[src/rtl/mlpr_pkg.sv]
package mlpr_pkg;
  typedef enum logic [1:0] {
    OP_CHAIN  = 2'd0,
    OP_BSIDE  = 2'd1,
    OP_ASIDE  = 2'd2,
    OP_FREEZE = 2'd3
  } op_e;

  localparam int NSTAGE = 4;
  localparam int IDX_A1 = 0;
  localparam int IDX_A2 = 1;
  localparam int IDX_B1 = 2;
  localparam int IDX_B2 = 3;
endpackage

[src/rtl/mlpr_ctrl.sv]
module mlpr_ctrl
  import mlpr_pkg::*;
(
  input  op_e                op,
  output logic [NSTAGE-1:0]  ld_en,
  output logic               b1_take_din
);
  always_comb begin
    ld_en       = '0;
    b1_take_din = 1'b0;
    unique case (op)
      OP_CHAIN:  ld_en = '1;
      OP_BSIDE: begin
        ld_en[IDX_B1] = 1'b1;
        ld_en[IDX_B2] = 1'b1;
        b1_take_din   = 1'b1;
      end
      OP_ASIDE: begin
        ld_en[IDX_A1] = 1'b1;
        ld_en[IDX_A2] = 1'b1;
      end
      default: ld_en = '0;
    endcase
  end
endmodule

[src/rtl/mlpr_stage.sv]
module mlpr_stage #(
  parameter int WIDTH = 8
) (
  input  logic             clk,
  input  logic             rst_n,
  input  logic             en,
  input  logic [WIDTH-1:0] d,
  output logic [WIDTH-1:0] q
);
  logic [WIDTH-1:0] q_nxt;

  always_comb begin
    q_nxt = q;
    if (en) q_nxt = d;
  end

  always_ff @(posedge clk or negedge rst_n) begin
    if (!rst_n) q <= '0;
    else        q <= q_nxt;
  end
endmodule

[src/rtl/mlpr_outmux.sv]
module mlpr_outmux
  import mlpr_pkg::*;
#(
  parameter int WIDTH = 8
) (
  input  logic                    clk,
  input  logic                    rst_n,
  input  logic [NSTAGE*WIDTH-1:0] stages,
  input  logic [1:0]              sel,
  input  logic                    oe_n,
  output logic [WIDTH-1:0]        dout,
  output logic                    dout_vld
);
  logic [1:0]       idx;
  logic [WIDTH-1:0] picked;

  // select 0 reads the deepest stage, 3 the first
  always_comb begin
    idx    = ~sel;
    picked = stages[idx*WIDTH +: WIDTH];
    dout_vld = ~oe_n;
    dout     = oe_n ? '0 : picked;
  end

  p_oe_off_r7: assert property (@(posedge clk) disable iff (!rst_n)
    oe_n |-> (!dout_vld && dout == '0));
  p_oe_on_r7: assert property (@(posedge clk) disable iff (!rst_n)
    !oe_n |-> dout_vld);
endmodule

[src/rtl/mlpr_bank.sv]
module mlpr_bank
  import mlpr_pkg::*;
#(
  parameter int WIDTH = 8
) (
  input  logic             clk,
  input  logic             rst_n,
  input  logic [1:0]       op,
  input  logic [WIDTH-1:0] din,
  input  logic [1:0]       sel,
  input  logic             oe_n,
  output logic [WIDTH-1:0] dout,
  output logic             dout_vld
);
  localparam int BUSW = NSTAGE * WIDTH;

  logic [NSTAGE-1:0] ld_en;
  logic              b1_take_din;
  logic [WIDTH-1:0]  src [NSTAGE];
  logic [WIDTH-1:0]  q   [NSTAGE];
  logic [BUSW-1:0]   q_bus;

  mlpr_ctrl u_ctrl (
    .op          (op_e'(op)),
    .ld_en       (ld_en),
    .b1_take_din (b1_take_din)
  );

  always_comb begin
    src[IDX_A1] = din;
    src[IDX_A2] = q[IDX_A1];
    src[IDX_B1] = b1_take_din ? din : q[IDX_A2];
    src[IDX_B2] = q[IDX_B1];
  end

  for (genvar g = 0; g < NSTAGE; g++) begin : g_stage
    mlpr_stage #(.WIDTH(WIDTH)) u_stage (
      .clk   (clk),
      .rst_n (rst_n),
      .en    (ld_en[g]),
      .d     (src[g]),
      .q     (q[g])
    );
    assign q_bus[g*WIDTH +: WIDTH] = q[g];
  end

  mlpr_outmux #(.WIDTH(WIDTH)) u_outmux (
    .clk      (clk),
    .rst_n    (rst_n),
    .stages   (q_bus),
    .sel      (sel),
    .oe_n     (oe_n),
    .dout     (dout),
    .dout_vld (dout_vld)
  );

  p_chain_r2: assert property (@(posedge clk) disable iff (!rst_n)
    (op == 2'd0) |=> (q[IDX_A1] == $past(din) && q[IDX_A2] == $past(q[IDX_A1]) &&
                      q[IDX_B1] == $past(q[IDX_A2]) && q[IDX_B2] == $past(q[IDX_B1])));
  p_bside_r3: assert property (@(posedge clk) disable iff (!rst_n)
    (op == 2'd1) |=> (q[IDX_B1] == $past(din) && q[IDX_B2] == $past(q[IDX_B1]) &&
                      $stable(q[IDX_A1]) && $stable(q[IDX_A2])));
  p_aside_r4: assert property (@(posedge clk) disable iff (!rst_n)
    (op == 2'd2) |=> (q[IDX_A1] == $past(din) && q[IDX_A2] == $past(q[IDX_A1]) &&
                      $stable(q[IDX_B1]) && $stable(q[IDX_B2])));
  p_freeze_r5: assert property (@(posedge clk) disable iff (!rst_n)
    (op == 2'd3) |=> ($stable(q[IDX_A1]) && $stable(q[IDX_A2]) &&
                      $stable(q[IDX_B1]) && $stable(q[IDX_B2])));
endmodule

[config.mk]
export PLATFORM = sky130hd
export DESIGN_NAME = mlpr_bank
export DESIGN_NICKNAME = d
export VERILOG_FILES = /design/src/rtl/mlpr_pkg.sv /design/src/rtl/mlpr_ctrl.sv /design/src/rtl/mlpr_stage.sv /design/src/rtl/mlpr_outmux.sv /design/src/rtl/mlpr_bank.sv
export SDC_FILE = /design/constraint.sdc
export NUM_CORES = 1
export LEC_CHECK = 0
export BUFFER_PORTS_ARGS = -buffer_cell sky130_fd_sc_hd__buf_4
export CAP_MARGIN = 30
export CORE_MARGIN = 8
export CORE_UTILIZATION = 45
export CTS_BUF_LIST = sky130_fd_sc_hd__clkbuf_16
export DETAILED_ROUTE_END_ITERATION = 6
export PLACE_DENSITY = 0.71
export SLEW_MARGIN = 20
export SYNTH_ARGS = -nofsm -noshare
export SYNTH_HDL_FRONTEND = slang
export SYNTH_HIERARCHICAL = 1
export SYNTH_SLANG_ARGS = --single-unit
[constraint.sdc]
create_clock -name clk -period 1.75 [get_ports clk]
set_clock_uncertainty 0.1 [all_clocks]
set_input_delay 0.2625 -clock clk [delete_from_list [all_inputs] [get_ports clk]]
set_output_delay 0.2625 -clock clk [all_outputs]
set_load 0.005 [all_outputs]
# After elaboration in Yosys (flattened, before gate mapping)
# Cells that the tools add are included.
# totals
register_bits	32
input_bits	15
out_inout_bits	9
word_cells	17
# classes
n_eq_ne	2
shifts	1
n_mux	5
bitwise_logic	2
reduce_logical	3
# op_table
operator	n
indexed part select 32 x 6 -> 8 bit	1
two-way mux 8 bit	2
two-way mux 2 bit	2
OR reduction 2 bit	2
== test 2 x 1 -> 1 bit (second input constant)	1
== test 2 bit (second input constant)	1
zero test 2 bit	1
inverter 2 bit	1
two-way mux 1 bit	1
inverter 1 bit	1

# Logic depth before layout (Yosys ltp)
# Gate-level depths: netlist of run 1.
# depth
word_depth	3
ltp_mapped	4
depth_no_buf	3

# Modules after synthesis
# Netlist of run 1, hierarchy kept.
# by_module_without_submodules
mod	instances	cells_each	area_each_um2	seq_area_each_um2
mlpr_stage	4	17	331.6	200.2
mlpr_outmux	1	31	266.5	0.0
mlpr_bank	1	9	131.4	0.0
mlpr_ctrl	1	5	36.3	0.0

# Worst setup path before layout of run 1
# No wires, ideal clock.
# synth_timing
path_kind	input to register
startpoint	in op[0]
endpoint	reg g_stage[2].u_stage.q[0]
setup_time_ns	0.125
t_arrival_ns	1.060
required_ns	1.525
setup_slack_ns	0.465
cell_stages	4
path_buffers	1
cell_sequence	nor2b_4 > buf_6 > mux2_4 > mux2_4
# synth_rtl
element	line	rtl
start: declaration	mlpr_bank.sv:8	input logic [1:0] op,
end signal: assignment	mlpr_stage.sv:19	else q <= q_nxt;
end: declaration	mlpr_stage.sv:8	output logic [WIDTH-1:0] q

# Final worst setup path of run 1
# layout_timing
startpoint	in sel[0]
endpoint	out dout[6]
# layout_between
elab_chain_len	3
# layout_lines
element	line	rtl
start: declaration	mlpr_bank.sv:10	input logic [1:0] sel,
inverter 2 bit	mlpr_outmux.sv:19	idx = ~sel;
indexed part select 32 x 6 -> 8 bit	mlpr_outmux.sv:20	picked = stages[idx*WIDTH +: WIDTH];
two-way mux 8 bit	mlpr_outmux.sv:22	dout = oe_n ? '0 : picked;
end: declaration	mlpr_bank.sv:12	output logic [WIDTH-1:0] dout,
# Every way passes these cells.

==> impl_results.md, run 1 <==
- Mean post-synth cell area: between 15 and 20 um^2
- Crit path cell chain: buf_4, or2_1, o22ai_1, buf_4
- Mux cell area share after synthesis: 0.432
- Adder-Cell Fraction of Synth Area: 0
- Initial Util: 0.474
- Top delay family on crit path: simple AND/OR/NAND/NOR gates
- Detailed placement HPWL: 2150 um
- Die Area: ~0.006 mm^2
- H-tree levels: 2
- Yosys reg bits: 32
- CP max stage delay: about 370 ps
- Routed len/inst: between 15 and 20 um
- CTS tree: yes
- Fillers: around 310
- Total wire length: between 3000 and 4000 um
- Post-synthesis simple-gate area fraction: 0.0149
- Grt ovf: 0
- Ranking of synthesized cells by area: dfrtp_1 (45%), mux2_4 (34%), mux2i_1 (9.1%)
- Global-route wire length before repair: about 5400 um
- Die X: between 70 and 80 um
- Crit path max fanout: 8
- Setup WS post-layout: between 200 and 250 ps
- Buffers added on ports: 23
- Pre-CTS setup slack: between 150 and 200 ps
- Largest net degree at the start of global routing: 33
- Placed Instance Area: roughly 0.0019 mm^2
- Unrepaired setup endpoints after global routing: no
- Crit path kind: primary input to output pin
- Largest register FFs: 32
- Number of diodes: 0
- Yosys Warn Count: 6
- Most repeated library cell on the critical path: buf_4
- Most flops, register: g_stage.u_stage/q
- Dominant combinational cell family by area after synthesis: multiplexers
- Setup TNS: 0 ps
- Crit-path slowest cell: or2_1
- Reg area: roughly 800 um^2
- Commonest cells in the netlist: mux2_4 (40), dfrtp_1 (32), mux2i_1 (16)
- Skew-Pair Late Insertion Delay: about 260 ps
- Clock Tree Buf Depth: 2
- Seq/Total Area, Yosys: 0.455
- Area growth, synth to finish: 16.1%
- Rows: 22
- Slew Limit Fails: 0
- Final Hold Fails: 0
- Vias/cell: roughly 5.2
- Root buffer cell: clkbuf_16
- Post-route clock period utilization: 0.864
- Io pins: 24
- Post-route minimum period: ~1500 ps
- Net count after synthesis: 128
- CTS sink cnt: 32
- GPL Wtd Cong: ~0.71
- GRT Util Overall: 0.110
- Fin cells: 184
- Syn Std Cell Area: 0.00176 mm^2
- DR iter-0 viols: 29
- Die H: just under 80 um
- Worst EP required: around 1400 ps
- Synth area leader: dfrtp_1
- Total number of vias: between 900 and 1000
- Class of the worst hold path: primary input to flop
- Post-placement cell count: ~180
- Status: complete, no violations
- Footprint of the multi-input gates: 837 um^2
- Maximum VDD drop: between 500 and 600 uV
- Layout cells sized above 1: 0.522
- Post-route antenna net violation count: 0
- Initial DRT Pass Iterations: 4
- Static leakage: approximately 1.0 nW
- Post-synthesis xor/xnor area fraction: 0
- Bufs and invs on worst path: 2
- Final Util: 0.550
- Top FF cell, synth: dfrtp_1
- Fin nets: 150
- Core area: between 0.003 and 0.004 mm^2
- Asr flop ratio synth: 1.00
- Vias in the first global route: 1117
- Clock transition at path regs: ~50 ps
- Distinct cell type count after synthesis: 13
- Most frequent cell after synthesis: mux2_4
- Setup violators final: 0
- Compound-Gate Fraction of Synth Area: 0.0284
- DRC Markers: 0
- Yosys top cell area share: 0.455
- CTS Buf Count: 5
- Fmax achieved: about 660 MHz
- EDFF count, synth: 0
- Top Registers: g_stage.u_stage/q: 32 flops
- Worst-margin pin slew: 419 ps
- Crit path capture type: output pin
- Post-CTS Setup Bufs: 0
- Worst slew margin: 0.721
- Crit path DAT: roughly 1200 ps
- Initial antenna violation count: 0
- Max Cap Violations: 0
- Mapped Cells: between 100 and 150
- Final Cell Area: between 0.002 and 0.0025 mm^2
- Pwr dens: between 1000 and 1500 mW/mm^2
- Worst setup SP type: primary input
[routing by layer]
layer / track usage / wire, um / vias up
met1: 0.131 / 1460 / 488
met4: 0.0556 / 34 / 0
met5: 0 / 0 / -
met3: 0.0251 / 122 / 2
li1: - / - / 444
met2: 0.181 / 1570 / 14
[kinds of logic (layout without fill, tap and decap cells)]
| logic type | count (synthesis) | in the layout |
|---|---|---|
| buf+inv | 14 | 37 |
| compound gates | 8 | 8 |
| mux | 56 | 56 |
| flops | 32 | 32 |
| simple gates | 3 | 3 |
[layout make-up]
class | instances | share of cell area
Multi-Input combinational cell | 67 | 0.410
Clock buffer | 5 | 0.0612
Sequential cell | 32 | 0.392
Tap cell | 48 | 0.0294
Clock inverter | 3 | 0.00551
Timing Repair Buffer | 26 | 0.0968
Inverter | 3 | 0.00551
[power breakdown]
part	total [mW]	leakage [nW]	internal, mW	switching [mW]
clock network	0.776	0.0738	0.509	0.267
registers	0.972	0.376	0.872	0.101
logic	0.466	0.582	0.318	0.148
total	2.21	1.03	1.70	0.516
[placed cells by master (no fill, tap or decap)]
cell type and instances:
or2_1 1, clkinv_1 1, dfrtp_1 32, nor2b_4 1, dlygate4sd3_1 1, buf_4 25, nand2b_1 1, clkbuf_16 5
o22ai_1 8, mux2i_1 16, mux2_4 40, inv_1 5
[metrics by stage]
stage          power [mW]  hold slack [ps]
3_3_place_gp         1.42              115
3_5_place_dp         1.45              117
5_1_grt              2.32              133
2_1_floorplan        1.32             -133
6_report             2.21              137
4_1_cts              2.24              133
[path summary, 6_finish.rpt]
path | start | endpoint | slack (ps) | cells past startpoint
max | sel[0] | dout[6] | 240 | 4
min | din[4] | g_stage[0].u_stage/q[4] | 140 | 2
max reg2reg | g_stage[1].u_stage/q[6] | g_stage[2].u_stage/q[6] | 600 | 2
min reg2reg | g_stage[3].u_stage/q[3] | g_stage[3].u_stage/q[3] | 410 | 1
max in group asynchronous | rst_n | g_stage[3].u_stage/q[3] | 890 | 2
min in group asynchronous | rst_n | g_stage[0].u_stage/q[5] | 370 | 2
[repair_timing]
| action | CTS | global route |
|---|---|---|
| hold buffers | 1 | 0 |
| endpoints found under the hold margin | 32 | 0 |
| setup endpoints to repair | 0 | 0 |
| gates resized for setup | 0 | 0 |
Power figures use the tool's default switching activity.
==> inputs of run 2 (changes only) <==
Settings changed: CTS_BUF_LIST sky130_fd_sc_hd__clkbuf_16 to not set, GPL_TIMING_DRIVEN set to 0.
==> impl_results.md, run 2 (synthesized netlist as in run 1, its figures left out) <==
- Met3 Usage GRT: 0.0353
- Routed len/inst: about 18 um
- Fin cells: 191
- Fin nets: 158
- M1 GR Usage: 0.129
- Pwr dens: 957 mW/mm^2
- Max Cap Violations: 0
- H-tree levels: 2
- Core area: between 0.003 and 0.004 mm^2
- Initial DRT Pass Iterations: 4
- Total wire length: 3490 um
- Worst hold start: din[1]
- Crit path max fanout: 8
- Crit path cell chain: buf_4, nand2b_1, buf_1, o22ai_1, buf_4
- Total number of vias: roughly 1000
- GRT met2 Usage: 0.214
- Most flops, register: g_stage.u_stage/q
- Post-placement cell count: around 180
- Detailed placement HPWL: 2430 um
- Global-route wire length before repair: approximately 5800 um
- Worst setup SP type: primary input
- Reg-to-reg slack, setup: ~600 ps
- Post-route minimum period: around 1500 ps
- Top Registers: g_stage.u_stage/q: 32 flops
- Slew Limit Fails: 0
- Post-route clock period utilization: 0.875
- Area growth, synth to finish: 17.8%
- Largest net degree at the start of global routing: 33
- CP max stage delay: 370 ps
- Worst EP required: around 1400 ps
- DR iter-0 viols: 31
- Class of the worst hold path: primary input to flop
- Buffers added on ports: 22
- CTS Buf Count: 5
- Die Area: 0.00617 mm^2
- Worst-margin pin slew: about 470 ps
- Die X: 78.5 um
- Crit path DAT: 1170 ps
- Worst slew margin: 0.688
- WHS Path Cells: 2
- DRC Markers: 0
- Clock transition at path regs: about 70 ps
- Commonest non-fill, non-tap cell in the layout: mux2_4
- Die H: around 79 um
- Maximum VDD drop: between 400 and 500 uV
- Rows: 22
- Worst r2r src: g_stage[1].u_stage/q[4]
- Status: complete, no violations
- Crit path kind: primary input to output pin
- Root buffer cell: clkbuf_8
- Pre-CTS setup slack: ~240 ps
- Largest register FFs: 32
- Setup WS post-layout: between 200 and 250 ps
- Most repeated library cell on the critical path: buf_4
- Grt ovf: 0
- GRT Util Overall: 0.121
- Clock Tree Buf Depth: 2
- Vias in the first global route: around 1100
- Layout cells sized above 1: 0.552
- Crit path capture type: output pin
- Vias/cell: about 5.4
- Unrepaired setup endpoints after global routing: no
- Setup violators final: 0
- Final Hold Fails: 0
- Worst R2R Path Depth: 2
- Io pins: 24
- Number of diodes: 0
- Bufs and invs on worst path: 3
- Fmax achieved: between 600 and 700 MHz
- Static leakage: roughly 1.0 nW
- Hold Slack: 123 ps
- Initial Util: 0.474
- CTS tree: yes
- Hold endpoint: g_stage[0].u_stage/q[1]
- Setup TNS: 0 ps
- CTS sink cnt: 32
- Post-route antenna net violation count: 0
- Most frequent cells in the layout: mux2_4 (40), dfrtp_1 (32), buf_4 (24)
- Skew-Pair Late Insertion Delay: around 280 ps
- Crit-path slowest cell: buf_1
- Worst R2R End: g_stage[2].u_stage/q[4]
- Top delay family on crit path: buffers and inverters
- Initial antenna violation count: 0
- GPL Wtd Cong: about 0.73
- Final Util: 0.558
- GRT busiest layer: met2
[run 2: final cells by class]
class | instances | area (um^2)
inverter | 3 | 11.3
timing repair buffer | 23 | 175
multi-input combinational | 67 | 837
fill | 305 | 1640
buffer | 11 | 111
clock inverter | 1 | 5.00
sequential | 32 | 801
clock buffer | 6 | 72.6
tap | 48 | 60.1
[run 2: timing repair]
action	4_1_cts	5_1_grt
setup buffers	0	0
endpoints found under the hold margin	32	0
resized for setup	0	0
hold buffers	1	0
[run 2: layer usage]
layer / up-vias / part of all wire
li1: 460 / -
met1: 531 / 0.40
met2: 27 / 0.53
met3: 7 / 0.045
met4: 0 / 0.016
met5: - / 0
[run 2: through the flow]
step | instance area (um^2) | total power, mW
2_1_floorplan | 1760 | 1.32
3_3_place_gp | 1990 | 1.45
3_5_place_dp | 1990 | 1.48
4_1_cts | 2070 | 2.00
5_1_grt | 2070 | 2.09
6_report | 2070 | 1.98
[run 2: power by group]
group	switching (mW)	internal [mW]	leakage (nW)
clock	0.251	0.270	0.0410
combinational	0.156	0.336	0.628
sequential	0.102	0.870	0.376
[run 2: worst max path at each step]
stage / startpoint / endpoint / slack [ps] / cells after the start
floorplan: op[0] / g_stage[2].u_stage/q[0] / 470 / 4
global placement: sel[0] / dout[0] / 230 / 5
detailed placement: oe_n / dout[6] / 240 / 5
CTS: oe_n / dout[6] / 230 / 5
global route: sel[0] / dout[0] / 160 / 5
finish: oe_n / dout[6] / 220 / 5
==> inputs of run 3 (changes only) <==
Settings changed: CELL_PAD_IN_SITES_DETAIL_PLACEMENT set to 1, CELL_PAD_IN_SITES_GLOBAL_PLACEMENT set to 1, PLACE_DENSITY 0.71 to 0.81.
==> impl_results.md, run 3 (synthesized netlist as in run 1, its figures left out) <==
- CTS tree: yes
- Clock transition at path regs: ~60 ps
- Final Hold Fails: 0
- Post-route minimum period: ~1600 ps
- Top delay family on crit path: buffers and inverters
- Max Cap Violations: 0
- Die X: 78.5 um
- Seq pwr share: 0.473
- Grt ovf: 0
- Routed len/inst: about 20 um
- Fin nets: between 150 and 200
- Largest register FFs: 32
- Hold Slack: 117 ps
- GRT busiest layer: met2
- Number of diodes: 0
- Total wire length: 3850 um
- Die H: 78.5 um
- Most frequent cells in the layout: mux2_4 (40), dfrtp_1 (32), buf_4 (24)
- Worst setup SP type: primary input
- Switching share of power: 0.262
- Top Registers: g_stage.u_stage/q: 32 flops
- Bufs and invs on worst path: 3
- Worst EP required: roughly 1400 ps
- Slew Limit Fails: 0
- Crit path kind: primary input to output pin
- Clock Power Share: 0.285
- Worst-margin pin slew: 485 ps
- Initial Util: 0.474
- Worst slew margin: 0.677
- Power, Total: between 2 and 2.5 mW
- Post-CTS Setup Bufs: 0
- Detailed placement HPWL: 2620 um
- Layout cells sized above 1: 0.563
- Crit path cell chain: buf_4, or2_1, clkbuf_2, o22ai_1, buf_4
- Initial DRT Pass Iterations: 4
- Crit-path slowest cell: o22ai_1
- GRT met2 Usage: 0.206
- Most flops, register: g_stage.u_stage/q
- Crit path DAT: around 1200 ps
- Die Area: between 0.006 and 0.007 mm^2
- Post-route antenna net violation count: 0
- GRT Util Overall: 0.135
- Io pins: 24
- Root buffer cell: clkbuf_8
- CTS sink cnt: 32
- Setup WS post-layout: 196 ps
- CTS Buf Count: 5
- Unrepaired setup endpoints after global routing: no
- GPL Wtd Cong: between 0.7 and 0.8
- Commonest non-fill, non-tap cell in the layout: mux2_4
- Global-route wire length before repair: 6340 um
- Setup TNS: 0 ps
- Initial antenna violation count: 0
- Status: complete, no violations
- Rows: 22
- H-tree levels: 2
- Comb power frac: 0.242
- Core area: 0.00372 mm^2
- Vias in the first global route: 1213
- Met3 Usage GRT: 0.0410
- Crit path capture type: output pin
- Switch Pwr: ~0.54 mW
- Class of the worst hold path: primary input to flop
- Setup violators final: 0
- Total number of vias: roughly 1000
- Most repeated library cell on the critical path: buf_4
- Skew-Pair Late Insertion Delay: ~280 ps
- Static leakage: between 1 and 1.5 nW
- Buffers added on ports: 22
- DRC Markers: 0
- Largest net degree at the start of global routing: 33
- Int Power: approximately 1.5 mW
- Crit path max fanout: 8
- Fmax achieved: around 640 MHz
- Clock Tree Buf Depth: 2
- CP max stage delay: ~240 ps
- Area growth, synth to finish: 18.6%
- Vias/cell: 5.30
- Resized Gates After CTS: 0
- Pre-CTS setup slack: 190 ps
- Maximum VDD drop: approximately 420 uV
- M1 GR Usage: 0.168
- Pwr dens: 985 mW/mm^2
- Post-route clock period utilization: 0.888
- DR iter-0 viols: 42
==> run 3: cell types whose count changed in the layout (fill, tap and decap cells not counted), sizes merged <==
cell and change:
clkinv +1
==> run 3: power by group through the flow <==
stage,Combinational [mW],Clock (mW),Sequential [mW]
6_report,0.498,0.587,0.972
5_1_grt,0.538,0.628,0.988
4_1_cts,0.504,0.613,0.972
3_5_place_dp,0.499,0,0.982
3_3_place_gp,0.478,0,0.970
2_1_floorplan,0.372,0,0.947
==> run 3: cell type report <==
cell class              instances  area, um^2
inverters                       3        11.3
plain buffers                  11         111
repair buffers                 23         175
multi-input cells              67         837
clock inverters                 2        10.0
flip-flops and latches         32         801
well taps                      48        60.1
clock buffers                   6        82.6
fillers                       383        1630
==> run 3: repair_timing <==
action,in CTS,in global routing
endpoints found under the hold margin,32,0
hold buffers,1,0
setup endpoints to repair,0,0
==> run 3: per-stage QoR <==
stage                      util  area (um^2)  std cells
after floorplan               -         1760        113
after global placement    0.534         1990        183
after detailed placement  0.534         1990        183
after CTS                 0.562         2090        192
after global routing      0.562         2090        192
final                     0.562         2090        192
==> run 3: layer usage <==
metal	part of all wire	vias to the layer above	routed length (um)
met4	0.022	0	85
met1	0.44	528	1700
li1	-	459	-
met3	0.048	6	183
met5	0	-	0
met2	0.49	25	1880
==> run 3: path summary, 6_finish.rpt <==
path / startpoint / to / slack, ps / cells past startpoint
hold reg to reg: g_stage[3].u_stage/q[0] / g_stage[3].u_stage/q[0] / 420 / 1
hold / removal: din[5] / g_stage[0].u_stage/q[5] / 120 / 2
min in group asynchronous: rst_n / g_stage[3].u_stage/q[6] / 340 / 2
max in group asynchronous: rst_n / g_stage[0].u_stage/q[7] / 910 / 2
setup / recovery: sel[0] / dout[0] / 200 / 5
setup reg to reg: g_stage[1].u_stage/q[6] / g_stage[2].u_stage/q[6] / 600 / 2
